### src/rtl/gpio_irq_pkg.sv
package gpio_irq_pkg;

    localparam int unsigned OFS_W = 12;

    localparam logic [OFS_W-1:0] OFS_STATUS     = 12'h040;
    localparam logic [OFS_W-1:0] OFS_ENABLE     = 12'h050;
    localparam logic [OFS_W-1:0] OFS_TYPE       = 12'h060;
    localparam logic [OFS_W-1:0] OFS_CLEAR      = 12'h070;
    localparam logic [OFS_W-1:0] OFS_ENABLE_MSK = 12'h850;

    typedef enum logic [2:0] {
        TRIG_LVL_LO = 3'd0,
        TRIG_LVL_HI = 3'd1,
        TRIG_FALL   = 3'd2,
        TRIG_RISE   = 3'd3,
        TRIG_BOTH   = 3'd4
    } trig_e;

    // Edge select dominates; within edge mode the both-edges plane wins over
    // polarity. In level mode the both-edges plane is ignored.
    function automatic trig_e trig_decode(logic is_edge, logic pol, logic both);
        trig_e m;
        if (!is_edge)  m = pol ? TRIG_LVL_HI : TRIG_LVL_LO;
        else if (both) m = TRIG_BOTH;
        else           m = pol ? TRIG_RISE : TRIG_FALL;
        return m;
    endfunction

endpackage

### src/rtl/gpio_irq_cfg.sv
module gpio_irq_cfg #(
    parameter int unsigned NPIN   = 8,
    localparam int unsigned TYPE_W = 3 * NPIN
) (
    input  logic              clk,
    input  logic              rst_n,
    input  logic              en_wr,
    input  logic              en_mwr,
    input  logic              type_wr,
    input  logic [NPIN-1:0]   en_val,
    input  logic [NPIN-1:0]   en_mask,
    input  logic [TYPE_W-1:0] type_val,
    output logic [NPIN-1:0]   enable_o,
    output logic [TYPE_W-1:0] trig_o
);

    typedef struct packed {
        logic [NPIN-1:0]   en;
        logic [TYPE_W-1:0] trig;
    } cfg_t;

    cfg_t cfg_d, cfg_q;

    always_comb begin
        cfg_d = cfg_q;
        if (en_wr) begin
            cfg_d.en = en_val;
        end else if (en_mwr) begin
            cfg_d.en = (cfg_q.en & ~en_mask) | (en_val & en_mask);
        end
        if (type_wr) begin
            cfg_d.trig = type_val;
        end
    end

    always_ff @(posedge clk or negedge rst_n) begin
        if (!rst_n) cfg_q <= '0;
        else        cfg_q <= cfg_d;
    end

    assign enable_o = cfg_q.en;
    assign trig_o   = cfg_q.trig;

endmodule

### src/rtl/gpio_irq_pin.sv
module gpio_irq_pin
    import gpio_irq_pkg::*;
(
    input  logic clk,
    input  logic rst_n,
    input  logic pin_i,
    input  logic is_edge,
    input  logic pol,
    input  logic both,
    input  logic clr,
    output logic status_o,
    output logic prev_o
);

    typedef struct packed {
        logic prev;
        logic status;
    } pin_st_t;

    pin_st_t st_d, st_q;
    trig_e   mode;
    logic    rise, fall, hit;

    always_comb begin
        mode = trig_decode(is_edge, pol, both);
        rise = pin_i & ~st_q.prev;
        fall = ~pin_i & st_q.prev;
        hit  = 1'b0;
        st_d = st_q;
        st_d.prev = pin_i;
        unique case (mode)
            TRIG_LVL_LO: st_d.status = ~pin_i;
            TRIG_LVL_HI: st_d.status = pin_i;
            TRIG_FALL:   hit = fall;
            TRIG_RISE:   hit = rise;
            TRIG_BOTH:   hit = rise | fall;
            default:     hit = 1'b0;
        endcase
        if (is_edge) begin
            // new edge beats a same-cycle clear
            st_d.status = hit | (st_q.status & ~clr);
        end
    end

    always_ff @(posedge clk or negedge rst_n) begin
        if (!rst_n) st_q <= '0;
        else        st_q <= st_d;
    end

    assign status_o = st_q.status;
    assign prev_o   = st_q.prev;

endmodule

### src/rtl/gpio_irq_port.sv
module gpio_irq_port
    import gpio_irq_pkg::*;
#(
    parameter int unsigned NPIN   = 8,
    parameter int unsigned DATA_W = 32,
    parameter int unsigned ADDR_W = OFS_W
) (
    input  logic              clk,
    input  logic              rst_n,
    input  logic [NPIN-1:0]   pin_i,
    input  logic              acc_en,
    input  logic              acc_we,
    input  logic [ADDR_W-1:0] acc_addr,
    input  logic [DATA_W-1:0] acc_wdata,
    output logic [DATA_W-1:0] acc_rdata,
    output logic              irq_o
);

    localparam int unsigned TYPE_W = 3 * NPIN;

    logic              wr, rd;
    logic              sel_status, sel_en, sel_type, sel_clr, sel_enm;
    logic [NPIN-1:0]   clr_vec;
    logic [NPIN-1:0]   enable_q;
    logic [TYPE_W-1:0] trig_q;
    logic [NPIN-1:0]   status_q;
    logic [NPIN-1:0]   pin_prev;
    logic              unused_wdata;

    assign unused_wdata = ^acc_wdata[DATA_W-1:TYPE_W];

    always_comb begin
        wr         = acc_en & acc_we;
        rd         = acc_en & ~acc_we;
        sel_status = (acc_addr == ADDR_W'(OFS_STATUS));
        sel_en     = (acc_addr == ADDR_W'(OFS_ENABLE));
        sel_type   = (acc_addr == ADDR_W'(OFS_TYPE));
        sel_clr    = (acc_addr == ADDR_W'(OFS_CLEAR));
        sel_enm    = (acc_addr == ADDR_W'(OFS_ENABLE_MSK));
        clr_vec    = (wr && sel_clr) ? acc_wdata[NPIN-1:0] : '0;
    end

    always_comb begin
        acc_rdata = '0;
        if (rd) begin
            if (sel_status)           acc_rdata = DATA_W'(status_q);
            else if (sel_en | sel_enm) acc_rdata = DATA_W'(enable_q);
            else if (sel_type)        acc_rdata = DATA_W'(trig_q);
        end
    end

    gpio_irq_cfg #(.NPIN(NPIN)) cfg_i (
        .clk      (clk),
        .rst_n    (rst_n),
        .en_wr    (wr & sel_en),
        .en_mwr   (wr & sel_enm),
        .type_wr  (wr & sel_type),
        .en_val   (acc_wdata[NPIN-1:0]),
        .en_mask  (acc_wdata[2*NPIN-1:NPIN]),
        .type_val (acc_wdata[TYPE_W-1:0]),
        .enable_o (enable_q),
        .trig_o   (trig_q)
    );

    for (genvar n = 0; n < NPIN; n++) begin : g_pin
        gpio_irq_pin pin_i_u (
            .clk      (clk),
            .rst_n    (rst_n),
            .pin_i    (pin_i[n]),
            .is_edge  (trig_q[NPIN+n]),
            .pol      (trig_q[n]),
            .both     (trig_q[2*NPIN+n]),
            .clr      (clr_vec[n]),
            .status_o (status_q[n]),
            .prev_o   (pin_prev[n])
        );
    end

    assign irq_o = |(status_q & enable_q);

endmodule

### config.mk
export PLATFORM = sky130hd
export DESIGN_NAME = gpio_irq_port
export DESIGN_NICKNAME = d
export VERILOG_FILES = /design/src/rtl/gpio_irq_pkg.sv /design/src/rtl/gpio_irq_cfg.sv /design/src/rtl/gpio_irq_pin.sv /design/src/rtl/gpio_irq_port.sv
export SDC_FILE = /design/constraint.sdc
export NUM_CORES = 1
export LEC_CHECK = 0
export BUFFER_PORTS_ARGS = -buffer_cell sky130_fd_sc_hd__buf_2
export CELL_PAD_IN_SITES_DETAIL_PLACEMENT = 1
export CELL_PAD_IN_SITES_GLOBAL_PLACEMENT = 2
export CORE_MARGIN = 2
export CORE_UTILIZATION = 34
export CTS_CLUSTER_SIZE = 20
export DETAILED_ROUTE_END_ITERATION = 8
export GPL_ROUTABILITY_DRIVEN = 0
export PLACE_DENSITY = 0.87
export SYNTH_ARGS = -nofsm -noshare
export SYNTH_HDL_FRONTEND = slang
export SYNTH_SLANG_ARGS = --single-unit
### constraint.sdc
create_clock -name clk -period 3.2 [get_ports clk]
set_input_delay 0.16 -clock clk [delete_from_list [all_inputs] [get_ports clk]]
set_output_delay 0.16 -clock clk [all_outputs]
set_load 0.005 [all_outputs]
==> results.tsv <==
stage	metric	value	unit
run_status	outcome	complete, no violations	
clocking	CTS buffer count	5	
die	Die Area	9460	um^2
synth	main flop type after synthesis	dfrtp_1	
hold_path	Hold Path Class	in2reg	
job	Maximum Capacitance Violations	0	
sta	Worst Clk Skew	3.07	ps
die	std cell rows	34	
setup_path	crit path DAT	2100	ps
setup_path	Critical Path Start Type	input port	
sta	Slew HR	55.6	%
route	count of antenna-violating nets left after detailed routing	0	
sta	Finish-stage setup viols	0	
clocking	CTS tree	done	
synth	Async SR Flop Fraction	100	%
synth	Post-synth EDFFs	0	
clocking	clock root cell	clkbuf_8	
sta	worst slew pin tran	665	ps
route	initial drt markers	130	
setup_path	crit path capture type	output pin	
sta	fin. max-slew vios	0	
route	vias post-DR	2429	
sta	Final period util	70.5	%
synth	#FFs+latches synth	48	
sta	post-route minimum period	2260	ps
synth	Mean Syn Cell Area	10.2	um^2
sta	FMAX	443	MHz
placement	dpl hpwl	5.77	mm
grt	first-pass GRT wire length	12.9	mm
die	Die Ht	97.3	um
die	Initial Utilization	34.4	%
clocking	CTS Sinks	48	
die	IO Pins	89	
clocking	post-CTS setup buffer count	0	
synth	Syn. warnings	0	
setup_path	CP max FO	16	
grt	maximum number of pins on one net before global-route repair	30	
clocking	clock transition at the registers of the reported paths	90	ps
synth	sequential area share after synthesis	40.6	%
power_and_ir_drop	leakage power	1.79	nW
synth	distinct cell type count after synthesis	30	
clocking	Clock Latency Late Sink	300	ps
clocking	Max H-tree Level	2	
route	drt pass-1 iters	4	
placement	input/output buffers	72	
route	WL per Instance	16.7	um
sta	Final Hold Fails	0	
clocking	Resized Gates After CTS	0	
layout	Final Util	40.5	%
power_and_ir_drop	final total power	0.00113	W
grt	number of global-route vias before repair	2599	
power_and_ir_drop	maximum vdd drop	0.141	mV
setup_path	crit path kind	in2out	
layout	Layout area overhead	17.7	%
clocking	Clock Path Buffers	2	
layout	# nets final	434	
synth	Post-Synthesis Cell Area	2960	um^2
layout	layout cells sized above 1	32.5	%
die	die width	97.3	um
grt	GRT Overall Usage	17.0	%
sta	RSZ-0062 raised after global routing	no	
grt	initial antenna violation count	0	
layout	ant diodes	0	
route	drt total wl	7.86	mm
route	Vias/cell	5.16	
route	Remaining DRCs	0	
sta	setup_tns	0	ps
die	core area	8590	um^2
power_and_ir_drop	PwrDens	324	nW/um^2
grt	grt ovf	0	
synth	Synth Instances	290	
setup_path	worst path required time	3040	ps
cells in the final DEF (no fill, tap or decap), drive strengths merged:
cell type    instances
nand4               13
buf                 75
nor4                 1
conb                 8
inv                 32
nor3                 9
nor2                 2
dlygate4sd3          1
a22oi                4
mux2i                8
nor3b                1
and4                 2
nor2b               11
nand3                8
and2                19
nand2                9
o21ai                8
clkbuf               6
xor2                 8
dfrtp               48
clkinv               2
ha                  16
a21oi               16
mux2                32
o211ai              24
where the power goes:
| group | internal [W] | switching, W | total [W] |
|---|---|---|---|
| logic | 0.0000491 | 0.0000746 | 0.000124 |
| registers | 0.000617 | 0.00000897 | 0.000626 |
| clock network | 0.000173 | 0.000204 | 0.000377 |
cells in the mapped netlist, types with 9 or more instances:
cell type / count / area, um^2
a21oi_1: 16 / 80.1
and2_1: 18 / 113
buf_4: 10 / 75.1
dfrtp_1: 48 / 1200
ha_1: 16 / 200
inv_1: 32 / 120
mux2_2: 31 / 349
nand2_1: 9 / 33.8
nand4_1: 12 / 75.1
nor2b_1: 11 / 68.8
o211ai_1: 24 / 180
kinds of logic (layout without fill, tap and decap cells):
logic type      after synthesis  after routing  share of synthesized area [%]
fa+ha+maj                    16             16                           6.77
mux                          40             40                           14.9
other cells                   1              8                          0.127
buf+inv                      50            116                           8.25
xor+xnor                      8              8                           2.37
compound gates               52             52                           11.2
simple gates                 75             75                           15.8
flops                        48             48                           40.6
metrics by stage:
| stage | std cells | cell area, um^2 | hold slack, ps | setup WS, ps |
|---|---|---|---|---|
| 6_report | 471 | 3480 | 18.3 | 945 |
| 5_1_grt | 471 | 3480 | 1.04 | 748 |
| 4_1_cts | 471 | 3480 | 13.0 | 926 |
| 3_5_place_dp | 462 | 3380 | 237 | 926 |
| 3_3_place_gp | 462 | 3380 | 229 | 960 |
| 2_1_floorplan | 297 | 2980 | -136 | 1700 |
critical path, stage by stage:
cell	delay, ps
buf_2	100
nor3b_2	330
and2_1	460
and4_1	690
and2_1	230
buf_2	110
routing by layer:
layer	share of wire [%]	global-route usage, %	vias up
met3	6.5	3.74	6
met2	51	29.5	74
met4	0.66	3.31	0
met1	42	21.8	1203
li1	-	-	1146
met5	0	0	-
final timing paths:
check | slack [ps] | cells after the start | to | startpoint
worst max-delay path | 940 | 6 | acc_rdata[8] | acc_addr[3]
worst min-delay path | 20 | 1 | g_pin[7].pin_i_u.prev_o | pin_i[7]
worst max register to register | 1900 | 5 | g_pin[0].pin_i_u.status_o | g_pin[0].pin_i_u.prev_o
worst min register to register | 550 | 1 | register | register
max in group asynchronous | 2040 | 3 | cfg_i.trig_o[4] | rst_n
min in group asynchronous | 420 | 2 | g_pin[7].pin_i_u.prev_o | rst_n
area by class of cell:
| type | instances | area (um^2) |
|---|---|---|
| fillers | 1013 | 5110 |
| repair buffers | 76 | 393 |
| inverters | 32 | 120 |
| well taps | 108 | 135 |
| flip-flops and latches | 48 | 1200 |
| clock inverters | 2 | 10.0 |
| clock buffers | 6 | 82.6 |
| multi-input cells | 199 | 1540 |
what timing repair did:
action	4_1_cts	5_1_grt
hold buffers	1	0
hold endpoints to repair	28	0
endpoints found under the setup margin	0	0
(Power assumes the default switching activity.)
